`src/rtl/i2chm_pkg.sv`:
```
// Shared types for the I2C hold master: the command word layout,
// the bus sequencer states and the register offsets.
package i2chm_pkg;
    localparam int CMD_W = 11;

    // Command word: bit 10 repeated START, bit 9 STOP, bit 8 read, 7:0 byte
    typedef struct packed {
        logic       rs;
        logic       stop;
        logic       rd;
        logic [7:0] data;
    } cmd_t;

    typedef enum logic [3:0] {
        S_IDLE, S_START, S_RS_LO, S_RS_HI, S_LOW, S_HIGH,
        S_HOLD, S_SP_LO, S_SP_HI, S_SP_FREE
    } bus_st_t;

    localparam logic [2:0] A_CTRL = 3'd0;
    localparam logic [2:0] A_CMD  = 3'd1;
    localparam logic [2:0] A_RAW  = 3'd2;
    localparam logic [2:0] A_STAT = 3'd3;
    localparam logic [2:0] A_SHI  = 3'd4;
    localparam logic [2:0] A_SLO  = 3'd5;
    localparam logic [2:0] A_RXD  = 3'd6;

    localparam int RAW_HOLD_BIT = 13;
    localparam int RAW_ABRT_BIT = 6;
endpackage

```
`src/rtl/i2chm_fifo.sv`:
```
// Command queue: a power-of-two deep FIFO with show-ahead output.
// Assumes DEPTH >= 2 and a power of two. A push into a full queue is
// dropped. Flush wins over push and pop in the same cycle.
module i2chm_fifo #(
    parameter int W     = 11,
    parameter int DEPTH = 4
) (
    input  logic         clk,
    input  logic         rst_n,
    input  logic         push,
    input  logic         pop,
    input  logic         flush,
    input  logic [W-1:0] din,
    output logic [W-1:0] dout,
    output logic         empty,
    output logic         full
);
    localparam int AW = $clog2(DEPTH);

    logic [W-1:0]  mem [DEPTH];
    logic [AW-1:0] wp, rp;
    logic [AW:0]   cnt;
    logic          push_ok, pop_ok;

    assign empty   = (cnt == '0);
    assign full    = (cnt == (AW+1)'(DEPTH));
    assign push_ok = push && !full && !flush;
    assign pop_ok  = pop && !empty && !flush;
    assign dout    = mem[rp];

    // Storage write port
    always_ff @(posedge clk) begin
        if (push_ok) mem[wp] <= din;
    end

    // Pointer and occupancy bookkeeping
    always_ff @(posedge clk) begin
        if (!rst_n || flush) begin
            wp  <= '0;
            rp  <= '0;
            cnt <= '0;
        end else begin
            if (push_ok) wp <= wp + 1'b1;
            if (pop_ok)  rp <= rp + 1'b1;
            cnt <= cnt + (AW+1)'(push_ok) - (AW+1)'(pop_ok);
        end
    end
endmodule

```
`src/rtl/i2chm_seq.sv`:
```
// Bus sequencer: walks START, nine-clock byte slots, repeated START,
// STOP and the empty-queue hold, timed by the high/low count inputs.
// Assumes counts >= 1 that stay stable during a transfer and an
// unstretched SCL. Abort is acted on at a byte boundary, in the hold
// or in idle.
module i2chm_seq
    import i2chm_pkg::*;
#(
    parameter int CNT_W   = 8,
    parameter bit HOLD_EN = 1'b1
) (
    input  logic             clk,
    input  logic             rst_n,
    input  logic             en,
    input  logic             abort_req,
    input  logic [CNT_W-1:0] hcnt,
    input  logic [CNT_W-1:0] lcnt,
    input  logic             fifo_empty,
    input  cmd_t             fifo_dout,
    input  logic             sda_in,
    output logic             fifo_pop,
    output logic             scl_low,
    output logic             sda_low,
    output logic             busy,
    output logic             holding,
    output logic             abort_done,
    output logic [7:0]       rx_byte
);
    bus_st_t          st, nxt;
    logic [CNT_W-1:0] tmr;
    logic [3:0]       bitn;
    cmd_t             cur;
    logic [7:0]       rx_sh;
    logic             aborting;
    logic             ld_hi, ld_lo, tdone, drv;

    assign tdone   = (tmr == '0);
    assign busy    = (st != S_IDLE);
    assign holding = (st == S_HOLD);
    assign rx_byte = rx_sh;

    // Next state, queue pop and timer reload selection
    always_comb begin
        nxt        = st;
        fifo_pop   = 1'b0;
        ld_hi      = 1'b0;
        ld_lo      = 1'b0;
        abort_done = 1'b0;
        case (st)
            S_IDLE: begin
                if (abort_req) begin
                    abort_done = 1'b1;
                end else if (en && !fifo_empty) begin
                    fifo_pop = 1'b1;
                    nxt      = S_START;
                    ld_hi    = 1'b1;
                end
            end
            S_START:  if (tdone) begin nxt = S_LOW;   ld_lo = 1'b1; end
            S_RS_LO:  if (tdone) begin nxt = S_RS_HI; ld_hi = 1'b1; end
            S_RS_HI:  if (tdone) begin nxt = S_START; ld_hi = 1'b1; end
            S_LOW:    if (tdone) begin nxt = S_HIGH;  ld_hi = 1'b1; end
            S_HIGH: begin
                if (tdone) begin
                    if (bitn != 4'd8) begin
                        nxt = S_LOW; ld_lo = 1'b1;
                    end else if (cur.stop || abort_req) begin
                        nxt = S_SP_LO; ld_lo = 1'b1;
                    end else if (!fifo_empty) begin
                        fifo_pop = 1'b1;
                        nxt      = fifo_dout.rs ? S_RS_LO : S_LOW;
                        ld_lo    = 1'b1;
                    end else if (HOLD_EN && en) begin
                        nxt = S_HOLD;
                    end else begin
                        nxt = S_SP_LO; ld_lo = 1'b1;
                    end
                end
            end
            S_HOLD: begin
                if (abort_req) begin
                    nxt = S_SP_LO; ld_lo = 1'b1;
                end else if (!fifo_empty) begin
                    fifo_pop = 1'b1;
                    nxt      = fifo_dout.rs ? S_RS_LO : S_LOW;
                    ld_lo    = 1'b1;
                end
            end
            S_SP_LO:  if (tdone) begin nxt = S_SP_HI;   ld_hi = 1'b1; end
            S_SP_HI:  if (tdone) begin nxt = S_SP_FREE; ld_hi = 1'b1; end
            S_SP_FREE: begin
                if (tdone) begin
                    nxt        = S_IDLE;
                    abort_done = aborting;
                end
            end
            default: nxt = S_IDLE;
        endcase
    end

    // State, phase timer, bit slot, current command and receive shifter
    always_ff @(posedge clk) begin
        if (!rst_n) begin
            st       <= S_IDLE;
            tmr      <= '0;
            bitn     <= '0;
            cur      <= '0;
            rx_sh    <= '0;
            aborting <= 1'b0;
        end else begin
            st <= nxt;
            if (ld_hi)           tmr <= (hcnt == '0) ? '0 : hcnt - 1'b1;
            else if (ld_lo)      tmr <= (lcnt == '0) ? '0 : lcnt - 1'b1;
            else if (!tdone)     tmr <= tmr - 1'b1;
            if (fifo_pop) begin
                cur  <= fifo_dout;
                bitn <= '0;
            end else if (st == S_HIGH && tdone && bitn != 4'd8) begin
                bitn <= bitn + 1'b1;
                if (cur.rd) rx_sh <= {rx_sh[6:0], sda_in};
            end
            if (nxt == S_SP_LO && st != S_SP_LO) aborting <= abort_req;
            else if (st == S_IDLE)              aborting <= 1'b0;
        end
    end

    // SDA level wanted during the current bit slot
    always_comb begin
        if (bitn == 4'd8) drv = cur.rd && !cur.stop;
        else              drv = !cur.rd && !cur.data[3'd7 - bitn[2:0]];
    end

    // Line drivers decoded from the sequencer state
    always_comb begin
        scl_low = (st == S_RS_LO) || (st == S_LOW) || (st == S_HOLD) || (st == S_SP_LO);
        case (st)
            S_START, S_SP_LO, S_SP_HI: sda_low = 1'b1;
            S_LOW, S_HIGH:             sda_low = drv;
            default:                   sda_low = 1'b0;
        endcase
    end


    sda_edge_chk: assert property (@(posedge clk) disable iff (!rst_n)
        (!scl_low && !$past(scl_low) && (sda_low != $past(sda_low)))
        |-> ((st == S_START && sda_low) || (st == S_SP_FREE && !sda_low)));
endmodule

```
`src/rtl/i2c_hold_master.sv`:
```
// I2C master top: register file, command queue and bus sequencer.
// Assumes the register bus writes one register per cycle and that
// software keeps the SCL counts >= 1. Read data is combinational.
module i2c_hold_master
    import i2chm_pkg::*;
#(
    parameter int         DEPTH   = 4,
    parameter int         CNT_W   = 8,
    parameter bit         HOLD_EN = 1'b1,
    parameter logic [7:0] HI_RST  = 8'd10,
    parameter logic [7:0] LO_RST  = 8'd10
) (
    input  logic        clk,
    input  logic        rst_n,
    input  logic        reg_wr,
    input  logic [2:0]  reg_addr,
    input  logic [15:0] reg_wdata,
    output logic [15:0] reg_rdata,
    input  logic        sda_in,
    output logic        scl_low_o,
    output logic        sda_low_o
);
    logic             ctrl_en, ctrl_abort, abrt_flag;
    logic [CNT_W-1:0] hcnt, lcnt;
    logic             q_push, q_pop, q_empty, q_full;
    logic [CMD_W-1:0] q_dout;
    cmd_t             q_cmd;
    logic             busy, holding, abort_done;
    logic [7:0]       rx_byte;

    assign q_push = reg_wr && (reg_addr == A_CMD);
    assign q_cmd  = q_dout;

    i2chm_fifo #(.W(CMD_W), .DEPTH(DEPTH)) u_fifo (
        .clk(clk), .rst_n(rst_n), .push(q_push), .pop(q_pop), .flush(abort_done),
        .din(reg_wdata[CMD_W-1:0]), .dout(q_dout), .empty(q_empty), .full(q_full)
    );

    i2chm_seq #(.CNT_W(CNT_W), .HOLD_EN(HOLD_EN)) u_seq (
        .clk(clk), .rst_n(rst_n), .en(ctrl_en), .abort_req(ctrl_abort),
        .hcnt(hcnt), .lcnt(lcnt), .fifo_empty(q_empty), .fifo_dout(q_cmd),
        .sda_in(sda_in), .fifo_pop(q_pop), .scl_low(scl_low_o), .sda_low(sda_low_o),
        .busy(busy), .holding(holding), .abort_done(abort_done), .rx_byte(rx_byte)
    );

    // Control, abort flag and timing registers
    always_ff @(posedge clk) begin
        if (!rst_n) begin
            ctrl_en    <= 1'b0;
            ctrl_abort <= 1'b0;
            abrt_flag  <= 1'b0;
            hcnt       <= CNT_W'(HI_RST);
            lcnt       <= CNT_W'(LO_RST);
        end else begin
            if (abort_done) ctrl_abort <= 1'b0;
            if (reg_wr) begin
                case (reg_addr)
                    A_CTRL: begin
                        if (reg_wdata[0] || !holding) ctrl_en <= reg_wdata[0];
                        if (reg_wdata[1])             ctrl_abort <= 1'b1;
                    end
                    A_RAW:   if (reg_wdata[RAW_ABRT_BIT]) abrt_flag <= 1'b0;
                    A_SHI:   hcnt <= reg_wdata[CNT_W-1:0];
                    A_SLO:   lcnt <= reg_wdata[CNT_W-1:0];
                    default: ;
                endcase
            end
            if (abort_done) abrt_flag <= 1'b1;
        end
    end

    // Register read multiplexer
    always_comb begin
        reg_rdata = '0;
        case (reg_addr)
            A_CTRL: reg_rdata[1:0] = {ctrl_abort, ctrl_en};
            A_RAW: begin
                reg_rdata[RAW_HOLD_BIT] = holding;
                reg_rdata[RAW_ABRT_BIT] = abrt_flag;
            end
            A_STAT: begin
                reg_rdata[0] = busy;
                reg_rdata[2] = q_empty;
            end
            A_SHI:   reg_rdata = 16'(hcnt);
            A_SLO:   reg_rdata = 16'(lcnt);
            A_RXD:   reg_rdata = 16'(rx_byte);
            default: reg_rdata = '0;
        endcase
    end


    hold_enable_chk: assert property (@(posedge clk) disable iff (!rst_n)
        holding |-> ctrl_en);


    abort_clear_chk: assert property (@(posedge clk) disable iff (!rst_n)
        $fell(ctrl_abort) |-> (!busy && q_empty && abrt_flag));


    no_hold_chk: assert property (@(posedge clk) disable iff (!rst_n)
        (HOLD_EN == 1'b0) |-> !holding);


    empty_full_chk: assert property (@(posedge clk) disable iff (!rst_n)
        q_full |-> !q_empty);
endmodule

```
`config.mk`:
```
export PLATFORM = sky130hd
export DESIGN_NAME = i2c_hold_master
export DESIGN_NICKNAME = d
export VERILOG_FILES = /design/src/rtl/i2chm_pkg.sv /design/src/rtl/i2chm_fifo.sv /design/src/rtl/i2chm_seq.sv /design/src/rtl/i2c_hold_master.sv
export SDC_FILE = /design/constraint.sdc
export NUM_CORES = 1
export LEC_CHECK = 0
export BUFFER_PORTS_ARGS = -buffer_cell sky130_fd_sc_hd__buf_2
export CAP_MARGIN = 30
export CORE_AREA = 10 10 123 125
export DETAILED_ROUTE_END_ITERATION = 16
export DIE_AREA = 0 0 133 135
export SLEW_MARGIN = 20
export SYNTH_ARGS = -nofsm -noshare
export SYNTH_HDL_FRONTEND = slang
export SYNTH_SLANG_ARGS = --single-unit
```
`constraint.sdc`:
```
create_clock -name clk -period 3.9 [get_ports clk]
set_input_delay 0.195 -clock clk [delete_from_list [all_inputs] [get_ports clk]]
set_output_delay 0.195 -clock clk [all_outputs]
set_load 0.01 [all_outputs]
```
==> results.ini, run 1 <==
[drt]
drc_errors = 0
first_iter_violations = 311
routed_wl_um = 13000
ant_nets = 0
post_drt_wl_per_cell_um = 17.4
drtPass1Iterations = 6
via_count = 4139
vias_per_cell = 5.54

[grt]
antenna_found_initial = 0
grt_first_pass_wirelength_um = 21300
grt.total_usage_pct = 14.6
grt_max_degree = 55
grt_pass1_vias = 4110
grt.overflow.total = 0

[cts]
hold_buffers = 0
clk_pin_slew_worst_paths_ps = 70
numCtsBuffers = 9
post_cts_resized = 0
clk_latency_ps = 350
cts_tree = yes
clockRootBuffer = clkbuf_16
cts_post_setup_buffers_inserted = 0
clock_sinks = 107
h-tree-depth = 3
clk_path_buf_depth = 2

[timing]
finalSetupViolCount = 0
finalSetupTns_ps = 0
timing.slew.headroom_pct = 39.9
max_freq_mhz = 333
worstMarginPinSlew_ps = 901
grt_setup_unrepaired = false
timing_hold_violations_final = 0
fin_crit_ps = 3010
timing.final.crit_share_pct = 77.1
slew_violations = 0
finClkSkew_ps = 13.4

[min_path]
hold_path.class = in2reg
holdPathStages = 1

[place]
numPortBuffers = 28
placement.cell_area_um2 = 5820
routabilityCongestion = 0.892
hpwlAfterDp_um = 9350

[finish]
num_antenna_cells = 0
design_area_um2 = 6130
nNetsFinal = 605
layout_commonest_cell = nand2_1
areaGrowthSynthToFinish_pct = 9.40
drive_above_1_share_pct = 12.3
nFillCells = 1182
mostFrequentLayoutCells = 77 x nand2_1, 63 x dfxtp_1, 44 x edfxtp_1

[floorplan]
die_area_um2 = 18000
floorplan.die.width_um = 133
pin_count = 41
die_h_um = 135
core_um2 = 12600
start_util_pct = 44.6
row_count = 41

[setup_path]
cp-end-kind = flop
crit_cells = 12
worstSetupPathType = reg2reg
reg2reg_depth = 12
critPathSlowestCell = or3b_2
reg2reg_to = u_fifo.cnt[2]$_SDFF_PP0_
crit_end = u_fifo.cnt[2]$_SDFF_PP0_
required_ps = 4130
critPathBufInv = 2
crit_start = u_seq.tmr[0]$_SDFFE_PN0P_
path_max_fanout = 9
arrival_ps = 3230
rrSetupSlack_ps = 890
crit_chain = inv_1 > ha_1 > or3b_2 > nor2_8 > a41oi_1 > and2_1 > ha_1 > inv_1 > fa_1 > xor2_1 > xnor2_1 > nor2_1
critPathMaxStageDelay_ps = 570
crit_family = simple AND/OR/NAND/NOR gates
timing.rr.start = u_seq.tmr[0]$_SDFFE_PN0P_
setup.worst_path.start_class = flop

[yosys]
syn_avg_cell_area_um2 = 10.0
syn-cell-area_um2 = 5610
yosys.cell_types.count = 68
synth_edf_count = 44
ys_ff_latch = 107
ys_seq_area_share_pct = 46.1
synthCells = 559
synth-async-reset-ratio_pct = 0
synth-main-ff-cell = dfxtp_1
yosysWarnings = 0

[run_status]
outcome = complete, no violations

[power_and_ir_drop]
leakagePower_nw = 2.15
power.density_nw_per_um2 = 439
vdd_drop_max_mv = 0.246

[job]
drv_cap = 0

==> cell usage after synthesis, drive strengths merged (2+ instances only) <==
| master | count | share of area (%) |
|---|---|---|
| clkbuf | 15 | 1.0 |
| o221a | 2 | 0.40 |
| nor4 | 6 | 0.94 |
| nand2b | 5 | 0.56 |
| xor2 | 10 | 1.6 |
| and2 | 7 | 0.78 |
| a21oi | 13 | 1.2 |
| nand4 | 3 | 0.33 |
| edfxtp | 44 | 24 |
| a32o | 4 | 0.71 |
| o211ai | 6 | 0.98 |
| a31oi | 6 | 0.67 |
| dfxtp | 63 | 22 |
| o2111ai | 2 | 0.42 |
| nor2b | 21 | 2.3 |
| nor3 | 11 | 1.1 |
| a211o | 3 | 0.47 |
| o21a | 3 | 0.40 |
| mux2i | 26 | 4.6 |
| or3 | 2 | 0.22 |
| o21ai | 27 | 2.4 |
| o311a | 4 | 0.71 |
| nand3 | 25 | 2.2 |
| nor2 | 31 | 2.4 |
| inv | 20 | 1.3 |
| a21boi | 24 | 3.2 |
| a211oi | 3 | 0.49 |
| xnor2 | 6 | 0.94 |
| nor4b | 2 | 0.31 |
| a2111oi | 2 | 0.31 |
| nor3b | 5 | 0.76 |
| ha | 11 | 2.5 |
| a22oi | 2 | 0.27 |
| and3 | 11 | 1.2 |
| buf | 21 | 2.2 |
| and3b | 2 | 0.31 |
| mux4 | 12 | 4.8 |
| o31ai | 2 | 0.27 |
| nand2 | 77 | 5.2 |
==> report_power, final <==
| part | switching, mW | leakage, nW | internal [mW] | total [mW] |
|---|---|---|---|---|
| clock | 0.441 | 0.154 | 0.515 | 0.955 |
| combinational | 0.279 | 1.09 | 0.203 | 0.483 |
| sequential | 0.0539 | 0.906 | 1.20 | 1.26 |
==> area by class of cell <==
| cell class | count | area [um2] | area share (%) |
|---|---|---|---|
| inverters | 21 | 78.8 | 1.29 |
| multi-input cells | 401 | 2790 | 45.5 |
| flip-flops and latches | 107 | 2580 | 42.1 |
| repair buffers | 30 | 155 | 2.53 |
| well taps | 172 | 215 | 3.51 |
| clock inverters | 6 | 82.6 | 1.35 |
| clock buffers | 10 | 229 | 3.73 |
==> worst min path at each step <==
stage	from	endpoint	slack, ps
final	reg_wdata[8]	u_fifo.mem[2][8]$_DFFE_PP_	50
after floorplan	reg_wdata[0]	u_fifo.mem[0][0]$_DFFE_PP_	290
after CTS	reg_wdata[8]	u_fifo.mem[0][8]$_DFFE_PP_	50
after detailed placement	reg_wdata[8]	u_fifo.mem[0][8]$_DFFE_PP_	420
after global routing	reg_wdata[8]	u_fifo.mem[3][8]$_DFFE_PP_	50
after global placement	reg_wdata[9]	u_fifo.mem[0][9]$_DFFE_PP_	410
==> registers in the layout, summed over array words and instances, names as in the netlist, named ones only <==
signal / count
abrt_flag: 1
ctrl_abort: 1
ctrl_en: 1
hcnt: 8
lcnt: 8
u_fifo.cnt: 3
u_fifo.mem: 44
u_fifo.rp: 2
u_fifo.wp: 2
u_seq.aborting: 1
u_seq.bitn: 4
u_seq.cur: 10
u_seq.rx_byte: 8
u_seq.st: 4
u_seq.tmr: 8
==> routing by layer <==
metal | vias up | routed length (um) | share of wire [%] | global-route usage [%]
met4 | 0 | 187 | 1.4 | 4.95
met1 | 1999 | 6220 | 48 | 18.6
met2 | 84 | 6040 | 46 | 24.0
met5 | - | 0 | 0 | 0
li1 | 2044 | - | - | -
met3 | 12 | 576 | 4.4 | 3.15
==> metrics by stage <==
step                      std cells  setup WS, ps  total power [mW]  hold slack (ps)  utilization [%]
after floorplan                 565          1120              1.65              294                -
after global placement          731           965              1.76              409             46.3
after detailed placement        731           878              1.76              418             46.3
after CTS                       747           865              2.71             51.9             48.8
after global routing            747           613              2.80             50.3             48.8
final                           747           894              2.70             52.7             48.8
==> cells by family after synthesis <==
group | after synthesis | share of synthesized area, %
flip-flops | 107 | 46.1
multiplexers | 39 | 9.66
XOR/XNOR | 16 | 2.50
buffers and inverters | 57 | 4.57
other | 1 | 0.0669
AO/OA/AOI/OAI | 110 | 14.1
AND/OR/NAND/NOR | 217 | 20.2
adder cells (fa/ha/maj) | 12 | 2.81
Power figures use the tool's default switching activity.
==> run 2: changes to the inputs <==
- ABC_AREA: default -> 1
- CORE_AREA: 10 10 123 125 -> 10 10 121 123
- DIE_AREA: 0 0 133 135 -> 0 0 131 133
- clock period: 3.9 -> 3.1 ns (I/O delays scaled with it)
==> results.ini, run 2 <==
[run_status]
outcome = complete, no violations

[grt]
grt.overflow.total = 0
grt_max_degree = 33
grt.total_usage_pct = 14.7
grt_pass1_vias = 4106
antenna_found_initial = 0
grt_first_pass_wirelength_um = 20700

[yosys]
yosys.cell_types.count = 43
ys_ff_latch = 107
ys_seq_area_share_pct = 48.1
synth_common_cells = 121 x nand2_1, 97 x nor2_1, 73 x inv_1
synth_top_area_share_pct = 24.6
synth-main-ff-cell = dfxtp_1
synth.area.top_cells = edfxtp_1 25%, dfxtp_1 23%, nand2_1 8.5%
yosysWarnings = 0
syn-cell-area_um2 = 5370
yosysMostFrequentCell = nand2_1
synth-async-reset-ratio_pct = 0
syn_avg_cell_area_um2 = 7.96
synth_edf_count = 44
synthCells = 675
synth_area_leader_cell = edfxtp_1

[power_and_ir_drop]
power.density_nw_per_um2 = 550
vdd_drop_max_mv = 0.281
power.total_mw = 3.28
leakagePower_nw = 2.40

[setup_path]
timing.rr.start = u_seq.tmr[0]$_SDFFE_PN0P_
crit_end = u_fifo.cnt[2]$_SDFF_PP0_
cp-end-kind = flop
rrSetupSlack_ps = 410
worstSetupPathType = reg2reg
arrival_ps = 2960
reg2reg_depth = 15
path_max_fanout = 10
required_ps = 3370
setup.worst_path.start_class = flop
reg2reg_to = u_fifo.cnt[2]$_SDFF_PP0_
crit_start = u_seq.tmr[0]$_SDFFE_PN0P_

[timing]
max_freq_mhz = 371
finClkSkew_ps = 14.9
fin_crit_ps = 2690
fin_ws_ps = 405
timing.final.crit_share_pct = 86.9
finalSetupTns_ps = 0
worstMarginPinSlew_ps = 749
finalSetupViolCount = 0
timing.slew.headroom_pct = 50.0
timing_hold_violations_final = 0
slew_violations = 0
grt_setup_unrepaired = false

[finish]
largest_register = u_fifo.mem
nNetsFinal = 743
drive_above_1_share_pct = 12.8
nFillCells = 1239
reg_top3 = u_fifo.mem x44, u_seq.cur x10
areaGrowthSynthToFinish_pct = 11.1
num_antenna_cells = 0
largest_reg_flops = 44
mostFrequentLayoutCells = 121 x nand2_1, 97 x nor2_1, 73 x inv_1
layout_commonest_cell = nand2_1

[cts]
clk_pin_slew_worst_paths_ps = 80
numCtsBuffers = 9
clk_path_buf_depth = 2
post_cts_resized = 0
h-tree-depth = 3
clk_latency_ps = 350
cts_post_setup_buffers_inserted = 0
clockRootBuffer = clkbuf_16
cts_tree = yes
hold_buffers = 0
clock_sinks = 107

[floorplan]
row_count = 41
start_util_pct = 43.4
die_h_um = 133
floorplan.die.width_um = 131
pin_count = 41
die_area_um2 = 17400
core_um2 = 12400

[place]
routabilityCongestion = 0.879
dp_slack_ps = 410
numPortBuffers = 28
hpwlAfterDp_um = 9420

[drt]
drc_errors = 0
routed_wl_um = 12500
post_drt_wl_per_cell_um = 14.1
first_iter_violations = 280
vias_per_cell = 5.03
via_count = 4451
drtPass1Iterations = 5
ant_nets = 0

[job]
drv_cap = 0

[min_path]
hold_path.class = in2reg

run 2: kinds of logic (layout without fill, tap and decap cells):
kind of cell               Yosys count  after routing  synth area share (%)
and+or+nand+nor                    290            290                  23.7
AOI/OAI and AO/OA                  142            142                  14.6
buffers and inverters              111            143                  8.64
DFF                                107            107                  48.1
adders and majority gates           12             12                  2.94
xor gates and xnor gates            12             12                  1.96
other                                1              7                0.0698
run 2: layout make-up:
class | count | area [um2] | share of cell area, %
Inverter | 88 | 330 | 5.53
Tap cell | 172 | 215 | 3.61
Multi-Input combinational cell | 463 | 2350 | 39.3
Clock buffer | 10 | 229 | 3.84
Timing Repair Buffer | 39 | 220 | 3.69
Clock inverter | 6 | 45.0 | 0.755
Sequential cell | 107 | 2580 | 43.3
run 2: layer usage:
layer	wire length (um)	vias up	GRT usage, %
met5	0	-	0
met4	205	0	5.13
met3	698	14	2.84
met2	5440	103	21.9
met1	6150	2037	20.7
li1	-	2297	-
run 2: how the worst min path moves through the flow:
| stage | from | depth (start not counted) | endpoint |
|---|---|---|---|
| 2_1_floorplan | reg_wdata[0] | 0 | u_fifo.mem[0][0]$_DFFE_PP_ |
| 3_3_place_gp | reg_wdata[8] | 1 | u_fifo.mem[0][8]$_DFFE_PP_ |
| 3_5_place_dp | reg_wdata[9] | 1 | u_fifo.mem[3][9]$_DFFE_PP_ |
| 4_1_cts | reg_wdata[9] | 1 | u_fifo.mem[3][9]$_DFFE_PP_ |
| 5_1_grt | reg_wdata[10] | 1 | u_fifo.mem[1][10]$_DFFE_PP_ |
| 6_report | reg_wdata[10] | 1 | u_fifo.mem[1][10]$_DFFE_PP_ |
run 2: stage by stage:
| step | std cells | cell area [um2] | utilization (%) | hold slack (ps) |
|---|---|---|---|---|
| floorplan | 681 | 5390 | - | 254 |
| global placement | 868 | 5690 | 46.0 | 371 |
| detailed placement | 868 | 5690 | 46.0 | 376 |
| CTS | 884 | 5960 | 48.2 | 19.2 |
| global route | 885 | 5970 | 48.3 | 35.3 |
| finish | 885 | 5970 | 48.3 | 25.3 |
run 2: report_power, final:
part	total, mW	leakage [nW]	internal, mW	switching, mW
clock	1.06	0.129	0.552	0.510
sequential	1.56	0.907	1.52	0.0389
combinational	0.659	1.36	0.244	0.416
total	3.28	2.40	2.32	0.965
run 2: worst max-delay path: stages (launching register included):
cell     delay (ps)
dfxtp_1         310
inv_1           110
ha_1            230
nand2_2         110
nor2_4          130
inv_2            90
nor2_8          140
nand3_2         100
nand2_4         140
ha_1            250
inv_1            50
ha_1            130
inv_1            50
fa_1            360
or2_2           300
a21oi_1         130
==> run 3: changes to the inputs <==
- CORE_AREA: 10 10 121 123 -> 10 10 126 128
- DIE_AREA: 0 0 131 133 -> 0 0 136 138
- SYNTH_HIERARCHICAL: default -> 1
==> results.ini, run 3 <==
[place]
placed_cells = 960
numPortBuffers = 28
dp_slack_ps = 183
routabilityCongestion = 0.913
hpwlAfterDp_um = 10600

[drt]
via_count = 4893
vias_per_cell = 5.01
routed_wl_um = 14000
drtPass1Iterations = 5
first_iter_violations = 370
drc_errors = 0
post_drt_wl_per_cell_um = 14.4
ant_nets = 0

[timing]
timing_hold_violations_final = 0
fin_ws_ps = 202
finalSetupTns_ps = 0
max_freq_mhz = 345
finalSetupViolCount = 0
slew_violations = 0
fin_crit_ps = 2900
finClkSkew_ps = 9.06
timing.final.crit_share_pct = 93.5
grt_setup_unrepaired = false

[setup_path]
arrival_ps = 3150
required_ps = 3350
setup.worst_path.start_class = flop
path_max_fanout = 13
rrSetupSlack_ps = 200
crit_chain = inv_1 > ha_1 > nand2_2 > nor2_8 > buf_4 > nand3_1 > nand2_4 > inv_1 > nor2_1 > nand2_2 > inv_1 > ha_1 > inv_1 > ha_1 > fa_1 > xor2_1 > nor2_1
cp-end-kind = flop
critPathMaxStageDelay_ps = 410
critPathSlowestCell = fa_1
critPathBufInv = 5
crit_family = adder cells
worstSetupPathType = reg2reg
cp_common_cell = inv_1

[cts]
hold_buffers = 0
clock_sinks = 107
clk_latency_ps = 350
cts_tree = yes
clockRootBuffer = clkbuf_16
clk_pin_slew_worst_paths_ps = 80
h-tree-depth = 3
numCtsBuffers = 9
post_cts_resized = 0
cts_post_setup_buffers_inserted = 0
clk_path_buf_depth = 2

[yosys]
synthCells = 755
syn-cell-area_um2 = 5880
yosysWarnings = 6
syn_avg_cell_area_um2 = 7.79

[floorplan]
die_h_um = 138
row_count = 43
pin_count = 41
floorplan.die.width_um = 136
core_um2 = 13500
start_util_pct = 43.6
die_area_um2 = 18800

[finish]
largest_register = u_fifo/mem
drive_above_1_share_pct = 15.5
largest_reg_flops = 44
layout_commonest_cell = nand2_1
nFillCells = 1274
reg_top3 = u_fifo/mem x44, u_seq/cur x10
num_antenna_cells = 0
areaGrowthSynthToFinish_pct = 11.0
nNetsFinal = 826
mostFrequentLayoutCells = 147 x nand2_1, 118 x nor2_1, 91 x inv_1
layout.cells.non_filler = 976

[grt]
antenna_found_initial = 0
grt.overflow.total = 0
grt_first_pass_wirelength_um = 23300
grt_max_degree = 23
grt_pass1_vias = 4688
grt.total_usage_pct = 14.9

[power_and_ir_drop]
vdd_drop_max_mv = 0.307
leakagePower_nw = 2.73
power.density_nw_per_um2 = 542

[job]
drv_cap = 0

[min_path]
hold_path.class = in2reg

[run_status]
outcome = complete, no violations

## run 3: routing by layer
| layer | GRT usage, % | share of wire, % |
|---|---|---|
| met3 | 1.67 | 4.2 |
| met2 | 23.6 | 47 |
| met4 | 5.33 | 1.6 |
| met5 | 0 | 0 |
| met1 | 20.5 | 48 |
## run 3: layout make-up
type                       count  area [um2]  share of cell area [%]
multi-input combinational    527        2770                    42.5
sequential                   107        2580                    39.6
inverter                     105         399                    6.12
timing repair buffer          41         238                    3.64
clock buffer                  10         229                    3.51
tap                          180         225                    3.45
clock inverter                 6        81.3                    1.25
## run 3: stage by stage
step                      area, um2  util, %  hold WS (ps)  power, mW
after floorplan                5900        -           254       2.22
after global placement         6220     46.0           370       2.36
after detailed placement       6220     46.0           377       2.37
after CTS                      6530     48.3          4.97       3.56
after global routing           6530     48.3          14.5       3.70
final                          6530     48.3          13.8       3.53
## run 3: final timing paths
| kind | startpoint | endpoint | cells after the start |
|---|---|---|---|
| max | u_seq/tmr[0]$_SDFFE_PN0P_ | u_fifo/cnt[2]$_SDFF_PP0_ | 17 |
| min | reg_wdata[8] | u_fifo/mem[3][8]$_DFFE_PP_ | 1 |
| max reg2reg | u_seq/tmr[0]$_SDFFE_PN0P_ | u_fifo/cnt[2]$_SDFF_PP0_ | 17 |
| min reg2reg | u_seq/cur[6]$_SDFFE_PN0P_ | u_seq/cur[6]$_SDFFE_PN0P_ | 2 |
## run 3: power by group
group | internal (mW) | switching [mW]
Combinational | 0.291 | 0.482
Clock | 0.646 | 0.551
Sequential | 1.52 | 0.0432
Total | 2.46 | 1.08
